$ cat src/rtl/led_scanner.sv
module led_scanner #(
  parameter int NUM_LEDS = 10,
  parameter int CLK_HZ   = 50_000_000,
  parameter int STEP_HZ  = 10
) (
  input  logic                clk,
  input  logic                rst,
  input  logic                en,
  output logic [NUM_LEDS-1:0] led
);
  localparam int STEP_CYCLES = CLK_HZ / STEP_HZ;
  localparam int CNT_W       = (STEP_CYCLES > 1) ? $clog2(STEP_CYCLES) : 1;
  localparam logic [CNT_W-1:0]    LAST_CNT = CNT_W'(STEP_CYCLES - 1);
  localparam logic [NUM_LEDS-1:0] LEFT_ONE = {1'b1, {(NUM_LEDS-1){1'b0}}};

  logic [CNT_W-1:0]    cnt;
  logic                to_right;
  logic                tick;
  logic [NUM_LEDS+1:0] ext;
  logic [NUM_LEDS-1:0] shifted;

  assign tick = en && (cnt == LAST_CNT);
  assign ext  = {1'b0, led, 1'b0};

  for (genvar i = 0; i < NUM_LEDS; i++) begin : g_stage
    assign shifted[i] = to_right ? ext[i+2] : ext[i];
  end

  always_ff @(posedge clk) begin
    if (rst)       cnt <= '0;
    else if (tick) cnt <= '0;
    else if (en)   cnt <= cnt + 1'b1;
  end

  always_ff @(posedge clk) begin
    if (rst) begin
      led      <= LEFT_ONE;
      to_right <= 1'b1;
    end else if (tick) begin
      led <= shifted;
      if (to_right && led[1])                 to_right <= 1'b0;
      else if (!to_right && led[NUM_LEDS-2])  to_right <= 1'b1;
    end
  end

  assert_reset_R1: assert property (@(posedge clk)
    rst |=> (led == LEFT_ONE));

  assert_onehot_R2: assert property (@(posedge clk) disable iff (rst)
    $countones(led) == 1);

  assert_only_on_tick_R3: assert property (@(posedge clk) disable iff (rst)
    !tick |=> $stable(led));

  assert_moves_on_tick_R4: assert property (@(posedge clk) disable iff (rst)
    tick |=> !$stable(led));

  assert_bounce_right_end_R5: assert property (@(posedge clk) disable iff (rst)
    (tick && led[0]) |=> led[1]);

  assert_bounce_left_end_R6: assert property (@(posedge clk) disable iff (rst)
    (tick && led[NUM_LEDS-1]) |=> led[NUM_LEDS-2]);

  assert_hold_R7: assert property (@(posedge clk) disable iff (rst)
    !en |=> $stable(led));
endmodule

$ cat config.mk
export PLATFORM = sky130hd
export DESIGN_NAME = led_scanner
export DESIGN_NICKNAME = d
export VERILOG_FILES = /design/src/rtl/led_scanner.sv
export SDC_FILE = /design/constraint.sdc
export NUM_CORES = 1
export LEC_CHECK = 0
export ABC_AREA = 1
export CORE_MARGIN = 5
export CORE_UTILIZATION = 45
export DETAILED_ROUTE_END_ITERATION = 8
export PLACE_DENSITY = 0.6
export SLEW_MARGIN = 10
export SYNTH_ARGS = -nofsm -noshare
export SYNTH_HDL_FRONTEND = slang
export SYNTH_SLANG_ARGS = --single-unit
export TNS_END_PERCENT = 30
$ cat constraint.sdc
create_clock -name clk -period 1.9 [get_ports clk]
set_input_delay 0.38 -clock clk [delete_from_list [all_inputs] [get_ports clk]]
set_output_delay 0.38 -clock clk [all_outputs]
set_load 0.02 [all_outputs]
==> results.py <==
metrics = {
    "power": {
        "peakVddDrop_uv": 390.4,
        "p_leak_nw": 0.8608,
        "power-per-cell-area_nw_per_um2": 621.5,
    },
    "sta": {
        "whs_ns": 0.4827,
        "max_freq_ghz": 0.6011,
        "timing.slew.headroom_pct": 77.53,
        "tightest_slew_ns": 0.3366,
        "worst_slack_ns": 0.2363,
        "hold_viol_final": 0,
        "finalSetupViolations": 0,
        "rsz0062_at_grt": "false",
        "setup_tns_ns": 0,
        "final_max_slew_viol_count": 0,
        "period_minus_slack_ns": 1.664,
        "period_share_pct": 87.56,
        "fin_worst_skew_ns": 0.006993,
    },
    "die": {
        "die_h_um": 73.85,
        "dieWidth_um": 73.85,
        "ios": 13,
        "fp.coreArea_um2": 3971,
        "start_util_pct": 46.19,
        "core.rowCount": 23,
        "die_area_um2": 5453,
    },
    "setup_path": {
        "endpoint_kind": "output port",
        "cp_num_buf_inv": 1,
        "required_ns": 1.52,
        "ff2ff_path_depth": 8,
        "critPathSlowestCell": "clkdlybuf4s50_1",
        "crit_path_max_incr_delay_ns": 0.62,
        "crit_family": "buffers and inverters",
        "timing.rr.start": "cnt[0]",
        "cp_max_fo": 3,
        "reg2reg_to": "led[0]",
        "worstPathCellList": "clkdlybuf4s50_1",
        "start_kind": "flop",
        "crit_type": "reg2out",
        "ff2ff_setup_slack_ns": 0.41,
        "worstPathArrival_ns": 1.28,
    },
    "global_route": {
        "grt_max_degree": 12,
        "grt_pass1_vias": 1602,
        "grt_pass1_wl_um": 7162,
        "overflow": 0,
        "antenna_found_initial": 0,
        "grt_util_all_layers_pct": 16.99,
    },
    "placement": {
        "dpl_worst_slack_ns": 0.03794,
        "hpwlAfterDp_um": 2987,
        "gp_congestion": 0.8323,
        "post_dp_cell_area_um2": 2056,
        "portBuffers": 12,
    },
    "route": {
        "drt_iter0_drc": 63,
        "final_antenna_net_count": 0,
        "routed_via_density": 4.649,
        "drtPass1Iterations": 4,
        "drt-total-wl_um": 3947,
        "wl_per_cell_um": 10.99,
        "drcViolationCount": 0,
        "num_vias": 1669,
    },
    "min_path": {
        "worstHoldEndpoint": "cnt[22]",
        "hp-class": "reg2reg",
        "holdPathStages": 2,
        "hp-start": "cnt[22]",
    },
    "cells_and_area": {
        "final_cell_area_um2": 2147,
        "diodes": 0,
        "area_growth_pct": 17.05,
        "drive_gt1_share_pct": 10.36,
        "nNetsFinal": 312,
    },
    "cts": {
        "clock_sinks": 34,
        "cts_buffer_depth": 2,
        "ctsHoldBuffers": 0,
        "ctsHtreeMaxLevel": 2,
        "cts_resized": 0,
        "numCtsBuffers": 5,
        "post_cts_buffers": 0,
        "clock_latency_ns": 0.29,
        "root_buffer": "clkbuf_8",
        "clkTransAtPathRegs_ns": 0.07,
        "cts_tree": "built",
    },
    "logic_synthesis": {
        "yosysSeqAreaShare_pct": 37.11,
        "synthCells": 288,
        "ys_warn_count": 0,
        "post_synth.cell_area_avg_um2": 6.369,
        "synth_area_um2": 1834,
        "ys_seq_elements": 34,
        "post_synth_num_cell_types": 24,
        "syn_nets": 292,
    },
    "outcome": {
        "status": "finished, final reports clean",
    },
    "flow_run": {
        "max-cap-violations": 0,
    },
}
==> synth_stat cells <==
| library cell | number | share of area, % |
|---|---|---|
| ha_1 | 1 | 0.68 |
| buf_2 | 4 | 1.1 |
| nand3_4 | 1 | 0.96 |
| clkbuf_1 | 1 | 0.20 |
| nand4_1 | 4 | 1.4 |
| buf_6 | 2 | 1.2 |
| o21bai_1 | 1 | 0.41 |
| nor2_2 | 6 | 2.0 |
| o21ai_1 | 1 | 0.27 |
| xor2_1 | 4 | 1.9 |
| nand3b_1 | 2 | 0.82 |
| nand2_2 | 3 | 1.0 |
| a21oi_1 | 9 | 2.5 |
| mux2_2 | 1 | 0.61 |
| nand3_1 | 20 | 5.5 |
| dfxtp_1 | 34 | 37 |
| o21ai_0 | 8 | 2.2 |
| nor2_1 | 61 | 12 |
| nor2_4 | 2 | 1.2 |
| inv_1 | 27 | 5.5 |
| buf_4 | 1 | 0.41 |
| xnor2_1 | 4 | 1.9 |
| inv_2 | 3 | 0.61 |
| nand2_1 | 88 | 18 |
==> layout make-up <==
class | count | area [µm²]
fillers | 421 | 1824
inverters | 30 | 112.6
well taps | 50 | 62.56
clock inverters | 1 | 5.005
clock buffers | 7 | 86.33
multi-input cells | 216 | 987.2
flip-flops and latches | 34 | 680.7
repair buffers | 21 | 212.7
==> layout by cell type (no fill, tap or decap), drive strengths merged <==
cell type,instances
o21ai,9
nor2,69
buf,9
nand2,91
clkbuf,7
clkinv,1
xnor2,4
o21bai,1
a21oi,9
inv,30
nand4,4
dfxtp,34
clkdlybuf4s50,12
mux2,1
nand3b,2
xor2,4
ha,1
nand3,21
==> layer usage <==
layer | vias up | global-route usage [%] | part of all wire (%) | routed length (µm)
met2 | 22 | 27.56 | 45 | 1795
met4 | 0 | 6.640 | 1.7 | 69
met1 | 713 | 22.31 | 50 | 1976
met3 | 7 | 2.873 | 2.7 | 106
li1 | 927 | - | - | -
met5 | - | 0 | 0 | 0
==> sequential cells by signal (all words and copies together) (netlist names) <==
register	flops
cnt	23
led	10
to_right	1
==> per-stage QoR <==
step	total power, mW	utilization [%]	instances
detailed placement	0.7906	51.76	351
global placement	0.7907	51.76	351
floorplan	0.7656	-	288
global route	1.384	54.06	359
finish	1.334	54.06	359
CTS	1.350	54.06	359
==> kinds of logic (layout without fill, tap and decap cells) <==
logic type | count (synthesis) | count (layout) | share of synthesized area, %
multiplexers | 1 | 1 | 0.6139
flip-flops | 34 | 34 | 37.11
XOR/XNOR | 8 | 8 | 3.820
AO/OA/AOI/OAI | 19 | 19 | 5.320
AND/OR/NAND/NOR | 187 | 187 | 43.38
adder cells (fa/ha/maj) | 1 | 1 | 0.6820
buffers and inverters | 38 | 59 | 9.072
==> worst max-delay path by stage <==
stage / startpoint / cells past startpoint / to / slack (ns)
final: led[1] / 1 / led[1] / 0.24
after global routing: led[1] / 1 / led[1] / 0.18
after CTS: led[1] / 1 / led[1] / 0.23
after detailed placement: en / 8 / cnt[14] / 0.04
after global placement: en / 9 / led[2] / 0.08
after floorplan: cnt[0] / 7 / led[1] / 0.58
==> power breakdown <==
group	switching (mW)	total [mW]	leakage (nW)	internal, mW
registers	0.00368	0.720	0.274	0.717
clock network	0.269	0.561	0.0482	0.292
logic	0.0278	0.0531	0.538	0.0253
Power figures use the tool's default switching activity.
